## src/rtl/stx_pkg.sv

```systemverilog
package stx_pkg;

    typedef enum logic [1:0] {
        ST_IDLE  = 2'd0,
        ST_DATA  = 2'd1,
        ST_STUFF = 2'd2,
        ST_FRAME = 2'd3
    } stx_state_e;

    localparam int FRAME_LEN = 6;
    // bit 0 is transmitted first; pattern 0,1,1,1,1,0
    localparam logic [FRAME_LEN-1:0] FRAME_WORD = 6'b011110;

endpackage

```

## src/rtl/stx_sclk_gen.sv

```systemverilog
module stx_sclk_gen #(
    parameter int HALF = 2
) (
    input  logic clk,
    input  logic rst_n,
    input  logic run,
    output logic sclk,
    output logic fall_tick
);
    localparam int CW = (HALF > 1) ? $clog2(HALF) : 1;
    localparam logic [CW-1:0] LAST = CW'(HALF - 1);

    logic [CW-1:0] cnt;
    logic          wrap;

    assign wrap      = run && (cnt == LAST);
    assign fall_tick = wrap && sclk;

    always_ff @(posedge clk or negedge rst_n) begin
        if (!rst_n) begin
            cnt  <= '0;
            sclk <= 1'b0;
        end else if (!run) begin
            cnt  <= '0;
            sclk <= 1'b0;
        end else if (wrap) begin
            cnt  <= '0;
            sclk <= ~sclk;
        end else begin
            cnt  <= cnt + 1'b1;
        end
    end
endmodule

```

## src/rtl/stx_run_track.sv

```systemverilog
module stx_run_track #(
    parameter int RUN_LIMIT = 3
) (
    input  logic clk,
    input  logic rst_n,
    input  logic clear,
    input  logic step,
    input  logic bit_in,
    output logic stuff_due
);
    localparam int RW = $clog2(RUN_LIMIT + 1);
    localparam logic [RW-1:0] NEAR = RW'(RUN_LIMIT - 1);

    logic [RW-1:0] run_cnt;

    assign stuff_due = step && bit_in && (run_cnt == NEAR);

    always_ff @(posedge clk or negedge rst_n) begin
        if (!rst_n) begin
            run_cnt <= '0;
        end else if (clear) begin
            run_cnt <= '0;
        end else if (step) begin
            if (!bit_in || stuff_due) begin
                run_cnt <= '0;
            end else begin
                run_cnt <= run_cnt + 1'b1;
            end
        end
    end
endmodule

```

## src/rtl/stx_shifter.sv

```systemverilog
module stx_shifter #(
    parameter int DATA_W = 8
) (
    input  logic              clk,
    input  logic              rst_n,
    input  logic              load,
    input  logic [DATA_W-1:0] din,
    input  logic              shift,
    output logic              cur_bit,
    output logic              nxt_bit,
    output logic              last_bit,
    output logic              empty
);
    localparam int IW = $clog2(DATA_W + 1);
    localparam logic [IW-1:0] LAST_IDX = IW'(DATA_W - 1);
    localparam logic [IW-1:0] END_IDX  = IW'(DATA_W);

    logic [DATA_W-1:0] shreg;
    logic [IW-1:0]     idx;

    assign cur_bit  = shreg[0];
    assign nxt_bit  = (DATA_W > 1) ? shreg[1] : 1'b0;
    assign last_bit = (idx == LAST_IDX);
    assign empty    = (idx == END_IDX);

    always_ff @(posedge clk or negedge rst_n) begin
        if (!rst_n) begin
            shreg <= '0;
            idx   <= '0;
        end else if (load) begin
            shreg <= din;
            idx   <= '0;
        end else if (shift) begin
            shreg <= shreg >> 1;
            idx   <= idx + 1'b1;
        end
    end
endmodule

```

## src/rtl/stuff_cmd_tx.sv

```systemverilog
module stuff_cmd_tx
    import stx_pkg::*;
#(
    parameter int DATA_W    = 8,
    parameter int HALF      = 2,
    parameter int RUN_LIMIT = 3
) (
    input  logic              clk,
    input  logic              rst_n,
    input  logic              start,
    input  logic [DATA_W-1:0] cmd,
    output logic              busy,
    output logic              done,
    output logic              sclk,
    output logic              sdata
);
    localparam int FW = $clog2(FRAME_LEN);
    localparam logic [FW-1:0] FRAME_LAST = FW'(FRAME_LEN - 1);

    stx_state_e state, state_nx;

    logic          fall_tick;
    logic          accept;
    logic          cur_bit, nxt_bit, last_bit, empty;
    logic          stuff_due;
    logic          trk_step, trk_bit;
    logic          shift_en;
    logic [FW-1:0] fidx;

    assign busy     = (state != ST_IDLE);
    assign accept   = (state == ST_IDLE) && start;
    assign shift_en = fall_tick && (state == ST_DATA);
    assign trk_step = fall_tick && ((state == ST_DATA) || (state == ST_STUFF));
    assign trk_bit  = (state == ST_DATA) ? cur_bit : 1'b0;

    stx_sclk_gen #(.HALF(HALF)) u_clk (
        .clk       (clk),
        .rst_n     (rst_n),
        .run       (busy),
        .sclk      (sclk),
        .fall_tick (fall_tick)
    );

    stx_shifter #(.DATA_W(DATA_W)) u_shf (
        .clk      (clk),
        .rst_n    (rst_n),
        .load     (accept),
        .din      (cmd),
        .shift    (shift_en),
        .cur_bit  (cur_bit),
        .nxt_bit  (nxt_bit),
        .last_bit (last_bit),
        .empty    (empty)
    );

    stx_run_track #(.RUN_LIMIT(RUN_LIMIT)) u_run (
        .clk       (clk),
        .rst_n     (rst_n),
        .clear     (accept),
        .step      (trk_step),
        .bit_in    (trk_bit),
        .stuff_due (stuff_due)
    );

    // state register
    always_ff @(posedge clk or negedge rst_n) begin
        if (!rst_n) begin
            state <= ST_IDLE;
        end else begin
            state <= state_nx;
        end
    end

    // transitions
    always_comb begin
        state_nx = state;
        unique case (state)
            ST_IDLE: begin
                if (start) state_nx = ST_DATA;
            end
            ST_DATA: begin
                if (fall_tick) begin
                    if (stuff_due)     state_nx = ST_STUFF;
                    else if (last_bit) state_nx = ST_FRAME;
                    else               state_nx = ST_DATA;
                end
            end
            ST_STUFF: begin
                if (fall_tick) begin
                    if (empty) state_nx = ST_FRAME;
                    else       state_nx = ST_DATA;
                end
            end
            ST_FRAME: begin
                if (fall_tick && (fidx == FRAME_LAST)) state_nx = ST_IDLE;
            end
            default: state_nx = ST_IDLE;
        endcase
    end

    // outputs: serial data, trailer index and completion pulse
    always_ff @(posedge clk or negedge rst_n) begin
        if (!rst_n) begin
            sdata <= 1'b0;
            done  <= 1'b0;
            fidx  <= '0;
        end else begin
            done <= (state == ST_FRAME) && fall_tick && (fidx == FRAME_LAST);
            if (accept) begin
                sdata <= cmd[0];
            end else if (fall_tick) begin
                unique case (state_nx)
                    ST_DATA: sdata <= (state == ST_DATA) ? nxt_bit : cur_bit;
                    ST_STUFF: sdata <= 1'b0;
                    ST_FRAME: begin
                        if (state == ST_FRAME) begin
                            fidx  <= fidx + 1'b1;
                            sdata <= FRAME_WORD[fidx + 1'b1];
                        end else begin
                            fidx  <= '0;
                            sdata <= FRAME_WORD[0];
                        end
                    end
                    default: begin
                        sdata <= 1'b0;
                        fidx  <= '0;
                    end
                endcase
            end
        end
    end
endmodule

```

## config.mk

```make
export PLATFORM = sky130hd
export DESIGN_NAME = stuff_cmd_tx
export DESIGN_NICKNAME = d
export VERILOG_FILES = /design/src/rtl/stx_pkg.sv /design/src/rtl/stx_sclk_gen.sv /design/src/rtl/stx_run_track.sv /design/src/rtl/stx_shifter.sv /design/src/rtl/stuff_cmd_tx.sv
export SDC_FILE = /design/constraint.sdc
export NUM_CORES = 1
export LEC_CHECK = 0
export BUFFER_PORTS_ARGS = -buffer_cell sky130_fd_sc_hd__buf_4
export CAP_MARGIN = 20
export CORE_MARGIN = 2
export CORE_UTILIZATION = 55
export DETAILED_ROUTE_END_ITERATION = 8
export GPL_ROUTABILITY_DRIVEN = 0
export GPL_TIMING_DRIVEN = 1
export HOLD_SLACK_MARGIN = 0.08
export PLACE_DENSITY = 0.77
export SYNTH_ARGS = -nofsm -noshare
export SYNTH_HDL_FRONTEND = slang
export SYNTH_SLANG_ARGS = --single-unit
```

## constraint.sdc

```tcl
create_clock -name clk -period 4.03 [get_ports clk]
set_clock_uncertainty 0.15 [all_clocks]
set_input_delay 0.806 -clock clk [delete_from_list [all_inputs] [get_ports clk]]
set_output_delay 0.806 -clock clk [all_outputs]
set_load 0.02 [all_outputs]
```

---- Word level (Yosys, flattened, before mapping) ----
Memories as Yosys holds them, arrays and structs flattened.
Index checks and enable logic that the tools add are counted.
word-level totals
  memories kept ........................... 1
  flip-flop bits (word level) ............. 23
  word-level logic and storage cells ...... 77
  ROM bits ................................ 8
memories
  memory           words  bits a word  rd ports  clocked after memory_dff  write ports  RTL line             RTL
  (no name shown)  8      1            1         0                         0            stuff_cmd_tx.sv:118  sdata <= FRAME_WORD[fidx + 1'b1];
operators by class
  bitwise gates (word level) .............. 3
  equality and inequality tests ........... 11
  $add $sub $neg .......................... 4
  reduce and logical (&&, ||, !) cells .... 20
  order comparisons ....................... 1
  muxes and demuxes ....................... 28
operators by type and width
  operator                                                                      number
  2-bit 2-to-1 mux                                                              10
  8-bit 2-to-1 mux                                                              2
  2-bit == test, second input constant                                          5
  1-bit logical AND                                                             10
  1-bit 2-to-1 mux                                                              10
  4-bit 2-to-1 mux                                                              2
  2-bit one-hot mux with 4 select lines                                         1
  2-bit nonzero test                                                            4
  3-bit one-hot mux with 2 select lines                                         1
  4-bit by 1-bit adder with 4-bit output, second input constant                 1
  2-bit by 1-bit == test with 1-bit output, second input constant               2
  4-bit by 3-bit == test with 1-bit output, second input constant               1
  4-bit == test, second input constant                                          1
  3-bit by 4-bit less-than comparator with 1-bit output, second input constant  1
  3-bit by 1-bit adder with 3-bit output, second input constant                 1
  3-bit == test, second input constant                                          1
  3-bit 2-to-1 mux                                                              1
  1-bit NOT                                                                     3
  3-bit AND reduction                                                           1
  2-bit by 1-bit adder with 2-bit output, second input constant                 1
  2-bit zero test                                                               1
  1-bit logical OR                                                              2
  2-bit != test, second input constant                                          1
  1-bit one-hot mux with 2 select lines                                         1
  3 further kinds                                                               3

---- Longest topological paths before layout ----
  depth after elaboration ................. 13
  depth in mapped cells ................... 11
  gate-level depth less buffers ........... 11

---- By module ----
Synthesis repeated with hierarchy kept, for this count alone.
unflattened totals
  cells, all modules ...................... 139
  area, all modules ....................... 1,358.8 um^2
modules (own cells, without submodules)
  module         cells each  area each (um^2)  times used
  stx_shifter    58          594.3             1
  stuff_cmd_tx   64          565.5             1
  stx_run_track  11          117.6             1
  stx_sclk_gen   6           81.3              1

---- Least setup slack after synthesis ----
No wires, ideal clock.
  kind .................................... reg-to-reg
  start ................................... reg state[0]
  end ..................................... reg fidx[2]
  stages on the path, launching flop included .. 10
  library setup time ...................... 83 ps
  path buffers ............................ 0
  data arrival time ....................... 2,382 ps
  period minus slack after synthesis ...... 2,615 ps
  path slack .............................. 1,415 ps
  path through ............................ dfrtp_1 inv_1 ha_1 nand3b_1 o21a_1 a2111oi_1 nor3_1 ha_1 or3_1 o21ai_0
between the ends
  cells in the longest elaborated chain, start to end .. 13
  elaborated cells between the ends (all ways) .. 29
  those cells by class .................... 6 x eq/ne; 9 x mux; 2 x bitwise; 12 x reduce/logical
RTL lines
  element                                                                    RTL line             RTL
  start, declared                                                            stuff_cmd_tx.sv:20   stx_state_e state, state_nx;
  start signal, assigned                                                     stuff_cmd_tx.sv:70   state <= state_nx;
  2-bit nonzero test                                                         stuff_cmd_tx.sv:30   assign busy = (state != ST_IDLE);
  1-bit logical AND                                                          stx_sclk_gen.sv:16   assign wrap = run && (cnt == LAST);
  1-bit logical AND                                                          stx_sclk_gen.sv:17   assign fall_tick = wrap && sclk;
  1-bit logical AND                                                          stuff_cmd_tx.sv:33   assign trk_step = fall_tick && ((state == ST_DATA) || (state == ST_STUFF));
  1-bit logical AND (2 in series)                                            stx_run_track.sv:16  assign stuff_due = step && bit_in && (run_cnt == NEAR);
  2-bit 2-to-1 mux                                                           stuff_cmd_tx.sv:83   if (stuff_due) state_nx = ST_STUFF;
  2-bit 2-to-1 mux                                                           stuff_cmd_tx.sv:82   if (fall_tick) begin
  2-bit one-hot mux with 4 select lines *                                    stuff_cmd_tx.sv:77   unique case (state)
  net state_nx[0]                                                            stuff_cmd_tx.sv:20
  2-bit by 1-bit == test with 1-bit output or 2-bit == test (tied branches)  stuff_cmd_tx.sv:112  unique case (state_nx)
  2-bit OR reduction (no line)                                               --
  1-bit NOT (no line)                                                        --
  3-bit AND reduction (no line)                                              --
  end signal, assigned                                                       stuff_cmd_tx.sv:117  fidx <= fidx + 1'b1;
  end, declared                                                              stuff_cmd_tx.sv:28   logic [FW-1:0] fidx;
The timed path passes the listed nets; every way through them passes the cells marked *.
A chain may end at the register's enable or synchronous reset.

---- Final worst setup path ----
Ends and elaborated chain as after synthesis.

==> summary.md <==
The flow ran to the end, and the final reports show no timing, DRC or antenna violations. Worst-path cell with the longest stage delay: sky130_fd_sc_hd__dfrtp_1. The HPWL after detailed placement is 1.693 mm. Setup slack on the worst reg-to-reg path comes out at 1090 ps. Global routing finished with a remaining overflow of 0. The cell row count was 17.

The post-cts gate resize count is 0. Data arrival time of the critical path: 3030 ps. The largest area contributor in the synthesized netlist was sky130_fd_sc_hd__dfrtp_1. The required time reported for the critical path endpoint came out at 4130 ps. In the synthesized netlist, the cells that appear most often are sky130_fd_sc_hd__dfrtp_1, sky130_fd_sc_hd__nand2_1, sky130_fd_sc_hd__ha_1. The worst setup path is launched from a flip-flop.

The endpoint identified for the worst register-to-register timing path is fidx[2]. The core region is 2233 µm². In this run the remaining antenna-violating nets after routing total 0.

Setup repair after global routing left no endpoint under its margin. The die covers 2801 µm². For the pin with the worst max-slew slack, the measured transition is 614.2 ps. For this run, the number of Yosys warnings is 0. After detailed routing, the average wire length per cell comes to 13.31 µm.

OpenSTA, run right after detailed placement, puts the worst setup slack at 1132 ps. Area share of the largest cell type after synthesis: 0.4373. The worst register-to-register path begins at state[0]. The top fanout value on the critical path works out to 9. The layout overhead on the synthesized area is 11.31%. For this design the static power due to leakage is 0.6634 nW.

Most frequently used flop master after synthesis: sky130_fd_sc_hd__dfrtp_1. The logs give 2.369 mm for the aggregate routed wire length and 2 for the maximum buffer depth of the clock tree. TritonCTS built the clock tree. The finished cells cover 1465 µm². The run gives 0 as the antenna diode count. By area the synthesized netlist is led by sky130_fd_sc_hd__dfrtp_1, sky130_fd_sc_hd__ha_1, sky130_fd_sc_hd__mux2i_1. The signal on the critical path passes through inv_1, ha_1, nand3b_1, o21a_1, a2111oi_1, nor3_1, ha_1, or3_1, o21ai_0. The logs give 0.5894 for the initial standard-cell utilization of the core and 0.5902 for the headroom to the max-slew limit. The tools report the H-tree depth as 1. Final cell count without fillers: 178. Number of ports placed on the die boundary: 15. Synthesized area per cell: 9.678 µm². The tools report the number of clock sinks seen by CTS as 23. Most repeated cell in the gate-level netlist after synthesis: sky130_fd_sc_hd__dfrtp_1. The number of cells on the worst reg-to-reg path is 9. For the finished layout, the period the worst path requires is 2937 ps. In this run the vertical extent of the chip is 52.92 µm.

The maximum number of pins on one net before global-route repair was 24. The first global-routing pass estimated 4.008 mm of wire. The number of flip-flops and latches in the synthesized netlist was 23.

The number of antenna violations at the first check in global routing is 0. Routed via count divided by cell count: 5.551. After filler insertion, the fill cell instance count of the layout stands at 185.

After routing, the total negative slack on setup checks comes to 0 ps. For the setup slack of the critical path after layout, the log shows 1093 ps. The kind of cell with the highest combined delay along the critical path is simple AND/OR/NAND/NOR gates.

The logs give 0 for the number of DRC violations after detailed routing and 1.075 mm for the routed length on met2. For the length of routed wiring on met1, the log shows 1.208 mm. The power density of the placed cells is 545.8 nW/µm². The max-capacitance violation count was 0.

After clock tree synthesis, the flow added hold-fix buffers numbering 0. The critical path class is reg -> reg. The logs give 0.0002780 V for the peak supply drop and 988 for the detailed-route via count. Final hold analysis gives a worst-case slack of 200.7 ps.

The tools report the capturing element type of the critical path as a flip-flop. The cell that appears most often on the critical path is sky130_fd_sc_hd__ha_1. For this run, the slowest stage of the critical path takes 450 ps. In this run, synthesis inferred 0 flip-flops with an integrated enable. Counting the buffers created by CTS gives 3. The routed design uses 50 µm of met3 wire. In this run the cell area of the synthesized design comes to 1316 µm².

The cell count after synthesis is 136, and the post-synth net total is 158. After clock tree synthesis, the setup repair step added 0 buffers. The iteration-0 DRC count of the detailed router came out at 18.

The tools report the total iterations of the first detailed-routing run as 4. After detailed placement, the design holds a cell count of 173. The instance area after placement was 1426 µm².

The tools report the final count of pins violating max slew as 0. The x dimension of the die came out at 52.92 µm. The async set-or-reset flop fraction in the synthesized netlist works out to 1.000. The tools report the clock root buffer as sky130_fd_sc_hd__clkbuf_4. The aggregate global-route resource usage was 0.1999; the layout cell share with drive strength beyond 1 was 0.1333. At the end of the flow, the number of nets in the layout was 173. The tools report the register area as 575.6 µm². The count of buffers added on input and output ports is 14.

For this run, the top clock speed supported by timing is 340.5 MHz. Clock transition at the registers of the reported paths: 130 ps. The via count of the first global-routing pass came out at 906. Setup violations remaining at the end of the flow were counted as 0. The run gives 676.9 µm² as the multi-input logic area. The highest metal layer carrying signal wires in the routed design is met4. Type of the tightest min-delay check: in -> async. The post-synthesis cell type count came out at 35.

The combined buffer and inverter count along the critical path came out at 1. Number of hold violations in the final report: 0. The share of synthesized area occupied by flip-flops and latches was 0.4373. The final clock period utilization by the worst path is 0.7288, and the clock latency on the worst-skew pair is 320 ps.
worst max-delay path by stage:
| stage | startpoint | endpoint | cells past startpoint |
|---|---|---|---|
| 2_1_floorplan | state[0] | fidx[2] | 9 |
| 6_report | state[0] | fidx[2] | 9 |
| 5_1_grt | state[0] | fidx[0] | 9 |
| 3_3_place_gp | state[0] | fidx[0] | 9 |
| 3_5_place_dp | state[0] | fidx[0] | 9 |
| 4_1_cts | state[0] | fidx[2] | 9 |
cell type report:
class                      instances  share of cell area
inverter                           9             0.02306
multi-input combinational         99              0.4620
clock inverter                     1            0.003416
clock buffer                       3             0.01537
sequential                        23              0.3928
tap                               28             0.02391
timing repair buffer              15             0.07942
worst reg2reg max path: stages, from the launching register on:
cell and delay [ps]:
sky130_fd_sc_hd__dfrtp_1 450, sky130_fd_sc_hd__inv_1 110, sky130_fd_sc_hd__ha_1 300, sky130_fd_sc_hd__nand3b_1 280
sky130_fd_sc_hd__o21a_1 230, sky130_fd_sc_hd__a2111oi_1 360, sky130_fd_sc_hd__nor3_1 150, sky130_fd_sc_hd__ha_1 300
sky130_fd_sc_hd__or3_1 390, sky130_fd_sc_hd__o21ai_0 150
kinds of logic after synthesis:
group,after synthesis,share of synthesized area
XOR/XNOR,4,0.02662
adder cells (fa/ha/maj),11,0.1046
multiplexers,9,0.06939
AND/OR/NAND/NOR,50,0.1939
buffers and inverters,14,0.04847
AO/OA/AOI/OAI,25,0.1198
flip-flops,23,0.4373
registers in the layout, indices dropped and copies added, names as in the netlist:
| signal | count |
|---|---|
| u_shf.shreg | 8 |
| u_shf.idx | 4 |
| fidx | 3 |
| state | 2 |
| u_run.run_cnt | 2 |
| done | 1 |
| sdata | 1 |
| u_clk.cnt | 1 |
| u_clk.sclk | 1 |
metrics by stage:
step	util	power, mW
CTS	0.6510	0.7933
floorplan	-	0.5978
global route	0.6560	0.8609
global placement	0.6387	0.6739
finish	0.6560	0.7997
detailed placement	0.6387	0.6838
routing by layer:
layer	vias to the layer above	GRT usage
met5	-	0
met4	0	0.08974
met3	4	0.02542
met2	13	0.3063
met1	471	0.2821
li1	500	-
where the power goes:
group	switching [mW]	internal, mW	total (mW)
sequential	0.0621	0.295	0.358
clock	0.0742	0.0372	0.111
combinational	0.182	0.149	0.331
total	0.318	0.482	0.800
cells in the final DEF, fill, tap and decap left out, types with 2 or more instances in the layout:
master and n:
sky130_fd_sc_hd__a21oi_1 4, sky130_fd_sc_hd__and3_1 2, sky130_fd_sc_hd__buf_4 14, sky130_fd_sc_hd__clkbuf_4 3, sky130_fd_sc_hd__dfrtp_1 23, sky130_fd_sc_hd__ha_1 11
sky130_fd_sc_hd__inv_1 9, sky130_fd_sc_hd__mux2i_1 8, sky130_fd_sc_hd__nand2_1 18, sky130_fd_sc_hd__nand2b_1 2, sky130_fd_sc_hd__nand3b_1 5, sky130_fd_sc_hd__nand4_1 3
sky130_fd_sc_hd__nor2_1 8, sky130_fd_sc_hd__nor3_1 5, sky130_fd_sc_hd__o21ai_0 4, sky130_fd_sc_hd__o21ai_1 6, sky130_fd_sc_hd__o31ai_1 3, sky130_fd_sc_hd__or3_1 2
sky130_fd_sc_hd__xnor2_1 2, sky130_fd_sc_hd__xor2_1 2
Power figures use the tool's default switching activity.
